File: config.mk
export PLATFORM = sky130hd
export DESIGN_NAME = addr_mode_unit
export DESIGN_NICKNAME = d
export VERILOG_FILES = /design/src/rtl/amu_pkg.sv /design/src/rtl/amu_mode_decode.sv /design/src/rtl/amu_ptr_fetch.sv /design/src/rtl/addr_mode_unit.sv
export SDC_FILE = /design/constraint.sdc
export NUM_CORES = 1
export LEC_CHECK = 0
export BUFFER_PORTS_ARGS = -buffer_cell sky130_fd_sc_hd__buf_2
export CORE_MARGIN = 4
export CORE_UTILIZATION = 56
export DETAILED_ROUTE_END_ITERATION = 16
export PLACE_DENSITY = 0.78
export SETUP_SLACK_MARGIN = 0.15
export SLEW_MARGIN = 20
export SYNTH_ARGS = -nofsm -noshare
export SYNTH_HDL_FRONTEND = slang
export SYNTH_SLANG_ARGS = --single-unit
File: constraint.sdc
create_clock -name clk -period 6.6 [get_ports clk]
set_input_delay 0.99 -clock clk [delete_from_list [all_inputs] [get_ports clk]]
set_output_delay 0.99 -clock clk [all_outputs]
set_load 0.005 [all_outputs]
File: src/rtl/amu_pkg.sv
package amu_pkg;

  typedef enum logic [3:0] {
    MODE_PAGE0        = 4'd0,
    MODE_PAGE0_X      = 4'd1,
    MODE_PAGE0_Y      = 4'd2,
    MODE_FULL         = 4'd3,
    MODE_FULL_X       = 4'd4,
    MODE_FULL_Y       = 4'd5,
    MODE_PTR_PRE_X    = 4'd6,
    MODE_PTR_POST_Y   = 4'd7,
    MODE_JMP_PTR      = 4'd8,
    MODE_JMP_FULL     = 4'd9
  } amu_mode_e;

  function automatic logic is_page0_mode(input logic [3:0] m);
    return (m == MODE_PAGE0) || (m == MODE_PAGE0_X) || (m == MODE_PAGE0_Y);
  endfunction

endpackage

File: src/rtl/amu_mode_decode.sv
module amu_mode_decode
  import amu_pkg::*;
#(
  parameter int DW = 8
) (
  input  logic [3:0]      mode_i,
  input  logic [DW-1:0]   lo_i,
  input  logic [DW-1:0]   hi_i,
  input  logic [DW-1:0]   x_i,
  input  logic [DW-1:0]   y_i,
  output logic [2*DW-1:0] direct_ea_o,
  output logic            fetch_o,
  output logic [2*DW-1:0] fetch_base_o,
  output logic            fetch_wrap_o,
  output logic [DW-1:0]   post_add_o
);
  localparam int AW = 2 * DW;
  localparam logic [DW-1:0] ZERO_PAGE = '0;

  logic [AW-1:0] full_addr;
  logic [DW-1:0] page0_x;
  logic [DW-1:0] page0_y;

  // page-zero sums drop the carry on purpose
  assign full_addr = {hi_i, lo_i};
  assign page0_x   = lo_i + x_i;
  assign page0_y   = lo_i + y_i;

  always_comb begin
    direct_ea_o  = full_addr;
    fetch_o      = 1'b0;
    fetch_base_o = full_addr;
    fetch_wrap_o = 1'b0;
    post_add_o   = '0;
    case (mode_i)
      MODE_PAGE0:   direct_ea_o = {ZERO_PAGE, lo_i};
      MODE_PAGE0_X: direct_ea_o = {ZERO_PAGE, page0_x};
      MODE_PAGE0_Y: direct_ea_o = {ZERO_PAGE, page0_y};
      MODE_FULL_X:  direct_ea_o = full_addr + AW'(x_i);
      MODE_FULL_Y:  direct_ea_o = full_addr + AW'(y_i);
      MODE_PTR_PRE_X: begin
        fetch_o      = 1'b1;
        fetch_base_o = {ZERO_PAGE, page0_x};
        fetch_wrap_o = 1'b1;
      end
      MODE_PTR_POST_Y: begin
        fetch_o      = 1'b1;
        fetch_base_o = {ZERO_PAGE, lo_i};
        fetch_wrap_o = 1'b1;
        post_add_o   = y_i;
      end
      MODE_JMP_PTR: begin
        fetch_o      = 1'b1;
        fetch_base_o = full_addr;
      end
      // MODE_FULL, MODE_JMP_FULL and unused codes keep the operand
      default: direct_ea_o = full_addr;
    endcase
  end

endmodule

File: src/rtl/amu_ptr_fetch.sv
module amu_ptr_fetch #(
  parameter int DW = 8
) (
  input  logic            clk,
  input  logic            rst,
  input  logic            go_i,
  input  logic [2*DW-1:0] base_i,
  input  logic            wrap_i,
  output logic            rd_req_o,
  output logic [2*DW-1:0] rd_addr_o,
  input  logic            rd_valid_i,
  input  logic [DW-1:0]   rd_data_i,
  output logic            ptr_ready_o,
  output logic [2*DW-1:0] ptr_o
);
  localparam int AW = 2 * DW;
  localparam logic [DW-1:0] ZERO_PAGE = '0;

  typedef enum logic [1:0] {F_IDLE, F_LOW, F_HIGH} fetch_state_e;

  fetch_state_e  state_q;
  logic [AW-1:0] second_q;
  logic [DW-1:0] low_q;
  logic [DW-1:0] base_inc_page;
  logic [AW-1:0] second_addr;

  // second byte address: wraps in page zero or steps through all 16 bits
  assign base_inc_page = base_i[DW-1:0] + 1'b1;
  assign second_addr   = wrap_i ? {ZERO_PAGE, base_inc_page} : base_i + 1'b1;

  always_ff @(posedge clk) begin
    if (rst) begin
      state_q     <= F_IDLE;
      rd_req_o    <= 1'b0;
      rd_addr_o   <= '0;
      second_q    <= '0;
      low_q       <= '0;
      ptr_ready_o <= 1'b0;
      ptr_o       <= '0;
    end else begin
      ptr_ready_o <= 1'b0;
      case (state_q)
        F_IDLE: begin
          if (go_i) begin
            rd_req_o  <= 1'b1;
            rd_addr_o <= base_i;
            second_q  <= second_addr;
            state_q   <= F_LOW;
          end
        end
        F_LOW: begin
          if (rd_valid_i) begin
            low_q     <= rd_data_i;
            rd_addr_o <= second_q;
            state_q   <= F_HIGH;
          end
        end
        F_HIGH: begin
          if (rd_valid_i) begin
            ptr_o       <= {rd_data_i, low_q};
            rd_req_o    <= 1'b0;
            ptr_ready_o <= 1'b1;
            state_q     <= F_IDLE;
          end
        end
        default: state_q <= F_IDLE;
      endcase
    end
  end

  // an unanswered request keeps its address
  assert_req_hold_R8: assert property (@(posedge clk) disable iff (rst)
    (rd_req_o && !rd_valid_i) |=> (rd_req_o && $stable(rd_addr_o)));

  // the pointer-ready pulse lasts one cycle
  assert_ready_pulse_R9: assert property (@(posedge clk) disable iff (rst)
    ptr_ready_o |=> !ptr_ready_o);

  // ready only once the request is gone
  assert_ready_noreq_R8: assert property (@(posedge clk) disable iff (rst)
    ptr_ready_o |-> !rd_req_o);

endmodule

File: src/rtl/addr_mode_unit.sv
module addr_mode_unit
  import amu_pkg::*;
#(
  parameter int DW = 8,
  parameter int AW = 2 * DW
) (
  input  logic          clk,
  input  logic          rst,
  input  logic          start,
  input  logic [3:0]    mode,
  input  logic [DW-1:0] opnd_lo,
  input  logic [DW-1:0] opnd_hi,
  input  logic [DW-1:0] idx_x,
  input  logic [DW-1:0] idx_y,
  output logic          rd_req,
  output logic [AW-1:0] rd_addr,
  input  logic          rd_valid,
  input  logic [DW-1:0] rd_data,
  output logic          busy,
  output logic          done,
  output logic [AW-1:0] eff_addr
);
  logic [AW-1:0] direct_ea;
  logic          need_fetch;
  logic [AW-1:0] fetch_base;
  logic          fetch_wrap;
  logic [DW-1:0] post_add;
  logic          accept;
  logic          fetch_go;
  logic          ptr_ready;
  logic [AW-1:0] ptr_val;
  logic          wait_q;
  logic [DW-1:0] post_q;
  logic [3:0]    mode_q;

  assign accept   = start && !wait_q;
  assign fetch_go = accept && need_fetch;
  assign busy     = wait_q;

  amu_mode_decode #(.DW(DW)) u_decode (
    .mode_i       (mode),
    .lo_i         (opnd_lo),
    .hi_i         (opnd_hi),
    .x_i          (idx_x),
    .y_i          (idx_y),
    .direct_ea_o  (direct_ea),
    .fetch_o      (need_fetch),
    .fetch_base_o (fetch_base),
    .fetch_wrap_o (fetch_wrap),
    .post_add_o   (post_add)
  );

  amu_ptr_fetch #(.DW(DW)) u_fetch (
    .clk         (clk),
    .rst         (rst),
    .go_i        (fetch_go),
    .base_i      (fetch_base),
    .wrap_i      (fetch_wrap),
    .rd_req_o    (rd_req),
    .rd_addr_o   (rd_addr),
    .rd_valid_i  (rd_valid),
    .rd_data_i   (rd_data),
    .ptr_ready_o (ptr_ready),
    .ptr_o       (ptr_val)
  );

  always_ff @(posedge clk) begin
    if (rst) begin
      wait_q   <= 1'b0;
      done     <= 1'b0;
      eff_addr <= '0;
      post_q   <= '0;
      mode_q   <= '0;
    end else begin
      done <= 1'b0;
      if (accept) begin
        mode_q <= mode;
        if (need_fetch) begin
          wait_q <= 1'b1;
          post_q <= post_add;
        end else begin
          eff_addr <= direct_ea;
          done     <= 1'b1;
        end
      end
      if (ptr_ready) begin
        eff_addr <= ptr_val + AW'(post_q);   // post-index
        done     <= 1'b1;
        wait_q   <= 1'b0;
      end
    end
  end

  // direct modes finish in the next cycle without a read
  assert_direct_done_R9: assert property (@(posedge clk) disable iff (rst)
    (accept && !need_fetch) |=> (done && !rd_req));

  // page-zero results never leave page zero
  assert_page0_high_R2: assert property (@(posedge clk) disable iff (rst)
    (done && is_page0_mode(mode_q)) |-> (eff_addr[AW-1:DW] == '0));

  // reads only happen inside a busy window
  assert_req_busy_R8: assert property (@(posedge clk) disable iff (rst)
    rd_req |-> busy);

  // the strobe never overlaps a pending read
  assert_done_noreq_R9: assert property (@(posedge clk) disable iff (rst)
    done |-> !rd_req);

  // a start during a fetch does not disturb the latched post-index
  assert_ignore_busy_R10: assert property (@(posedge clk) disable iff (rst)
    (busy && start) |=> $stable(post_q));

endmodule

==> impl_metrics.yaml <==
timing:
  min_period_ns: 4.18
  hold_slack_ns: 0.457
  fin_skew_ns: 0.0181
  fin_ws_ns: 2.42
  max_freq_mhz: 239
  tns_ns: 0
  final_max_slew_viol_count: 0
  grt_setup_unrepaired: "no"
  final-hold-violation-count: 0
  tightest_slew_ns: 0.985
  slew_headroom: 0.341
  setup_viol: 0
  min_period_over_period: 0.633
placement:
  dp_hpwl_um: 13200
  port_buffers: 82
  place_congestion: 0.927
  place_ws_ns: 2.07
detailed_routing:
  drtIter0Drc: 480
  wl_per_cell_um: 18.0
  dr.pass1.iters: 5
  routed_via_density: 6.08
  drc: 0
  vias: 5707
  route.final.wire_length_um: 16900
  antenna_left: 0
clocking:
  path_clk_slew_ns: 0.11
  numCtsBuffers: 9
  clk_latency_ns: 0.36
  clock_sinks: 86
  cts_tree: "yes"
  root_buffer: "clkbuf_8"
  cts_buffer_depth: 2
  h-tree-depth: 3
  cts_resized: 0
  cts_hold_buffers: 0
  post_cts_buffers: 0
power:
  p_per_area_mw_per_mm2: 196
  max-vdd-ir-drop_mv: 0.184
  p_leak_nw: 2.62
  total_power_mw: 1.27
grt:
  grt-ovfl-total: 0
  grt_pass1_wl_um: 26900
  grt.total_usage: 0.285
  grt_max_degree: 82
  grt_pass1_vias: 5473
  antenna_found_initial: 0
synth:
  synth_top_area_cell: "dfxtp_1"
  synthDistinctLibCells: 76
  synthArstFlopShare: 0
  ys_seq_elements: 86
  ys_seq_area_frac: 0.296
  synth_cells: 746
  synthesis.area_mm2: 0.00581
  syn-num-nets: 829
  yosys_warnings: 0
  synth_area_per_cell_um2: 7.79
  synth_edf_count: 0
  netlist_top_cells_area: "dfxtp_1 30%, nand2_1 7.2%, ha_1 6.7%"
  synth_top_area_share: 0.296
  synth-main-ff-cell: "dfxtp_1"
cells_and_area:
  nFillCells: 911
  nets: 884
  multi_input_area_mm2: 0.00385
  syn_to_final_growth_pct: 11.6
  layout_commonest_cell: "nand2_1"
  seqCellArea_mm2: 0.00172
  layout-drive-gt1-share: 0.172
  diodes: 0
  final_cell_mix: "112 x nand2_1, 86 x dfxtp_1, 82 x buf_2"
min_path:
  worstHoldPathType: "flip-flop to flip-flop"
floorplan:
  placementRows: 36
  die_y_um: 110
  dieArea_mm2: 0.0121
  die_w_um: 110
  pin_count: 83
  initial_core_util: 0.584
  coreArea_mm2: 0.00995
setup_path:
  worstPathRequired_ns: 6.88
  start_kind: "input port"
  critPathMaxFanout: 17
  path_class: "input port to flip-flop"
  cp_data_arrival_time_ns: 4.45
  cp-end-kind: "flip-flop"
run:
  maxCapViolations: 0
run_status:
  status: "complete, no violations"
kinds of logic after synthesis:
| family | count (synthesis) | share of synthesized area |
|---|---|---|
| XOR/XNOR | 36 | 0.0543 |
| multiplexers | 16 | 0.0308 |
| adder cells (fa/ha/maj) | 35 | 0.0805 |
| buffers and inverters | 58 | 0.0431 |
| AO/OA/AOI/OAI | 209 | 0.243 |
| flip-flops | 86 | 0.296 |
| AND/OR/NAND/NOR | 306 | 0.253 |
sequential cells by signal, indices dropped and copies added, names as in the netlist:
name / count
eff_addr: 16
done: 1
post_q: 8
u_fetch.state_q: 2
u_fetch.second_q: 16
u_fetch.ptr_ready_o: 1
u_fetch.rd_req_o: 1
busy: 1
u_fetch.ptr_o: 16
u_fetch.rd_addr_o: 16
u_fetch.low_q: 8
worst max-delay path, cell delays in order:
cell,delay [ns]
buf_2,0.22
nor3b_1,0.22
buf_4,0.26
and2_1,0.37
mux2_2,0.40
ha_1,0.29
a211oi_1,0.31
o211ai_1,0.20
a41o_1,0.30
and3_1,0.21
nand2b_1,0.08
mux2_2,0.33
a221oi_1,0.27
through the flow:
step | std cells | cell area [um^2] | util
2_1_floorplan | 746 | 5810 | -
3_3_place_gp | 923 | 6240 | 0.627
3_5_place_dp | 923 | 6240 | 0.627
4_1_cts | 939 | 6480 | 0.651
5_1_grt | 939 | 6480 | 0.651
6_report | 939 | 6480 | 0.651
power breakdown:
part           internal, mW  total, mW  switching [mW]
sequential            0.540      0.553          0.0133
combinational         0.110      0.278           0.168
clock                 0.222      0.439           0.217
total                 0.871       1.27           0.399
synthesized netlist by cell type (16+ instances only):
library cell  number
a21oi_1           75
clkbuf_1          31
dfxtp_1           86
ha_1              31
nand2_1          112
nand3_1           30
nor2_1            79
nor3_1            20
o21ai_0           26
xnor2_1           20
xor2_1            16
per-layer routing:
metal / share of wire / track usage
met1: 0.44 / 0.366
met2: 0.48 / 0.490
met3: 0.065 / 0.0564
met4: 0.020 / 0.0668
met5: 0 / 0
path summary, 6_finish.rpt:
kind,from,to,slack (ns),cells after the start
hold reg to reg,u_fetch.rd_addr_o[0],u_fetch.rd_addr_o[0],0.46,2
setup reg to reg,busy,u_fetch.second_q[13],4.01,7
setup / recovery,mode[2],eff_addr[15],2.42,13
hold / removal,u_fetch.rd_addr_o[0],u_fetch.rd_addr_o[0],0.46,2
final cells by class:
| type | count | share of cell area |
|---|---|---|
| Sequential cell | 86 | 0.265 |
| Tap cell | 133 | 0.0257 |
| Clock buffer | 9 | 0.0191 |
| Clock inverter | 7 | 0.0174 |
| Inverter | 14 | 0.00810 |
| Timing Repair Buffer | 88 | 0.0702 |
| Multi-Input combinational cell | 602 | 0.594 |
No activity file was read; power rests on OpenSTA's default activity.
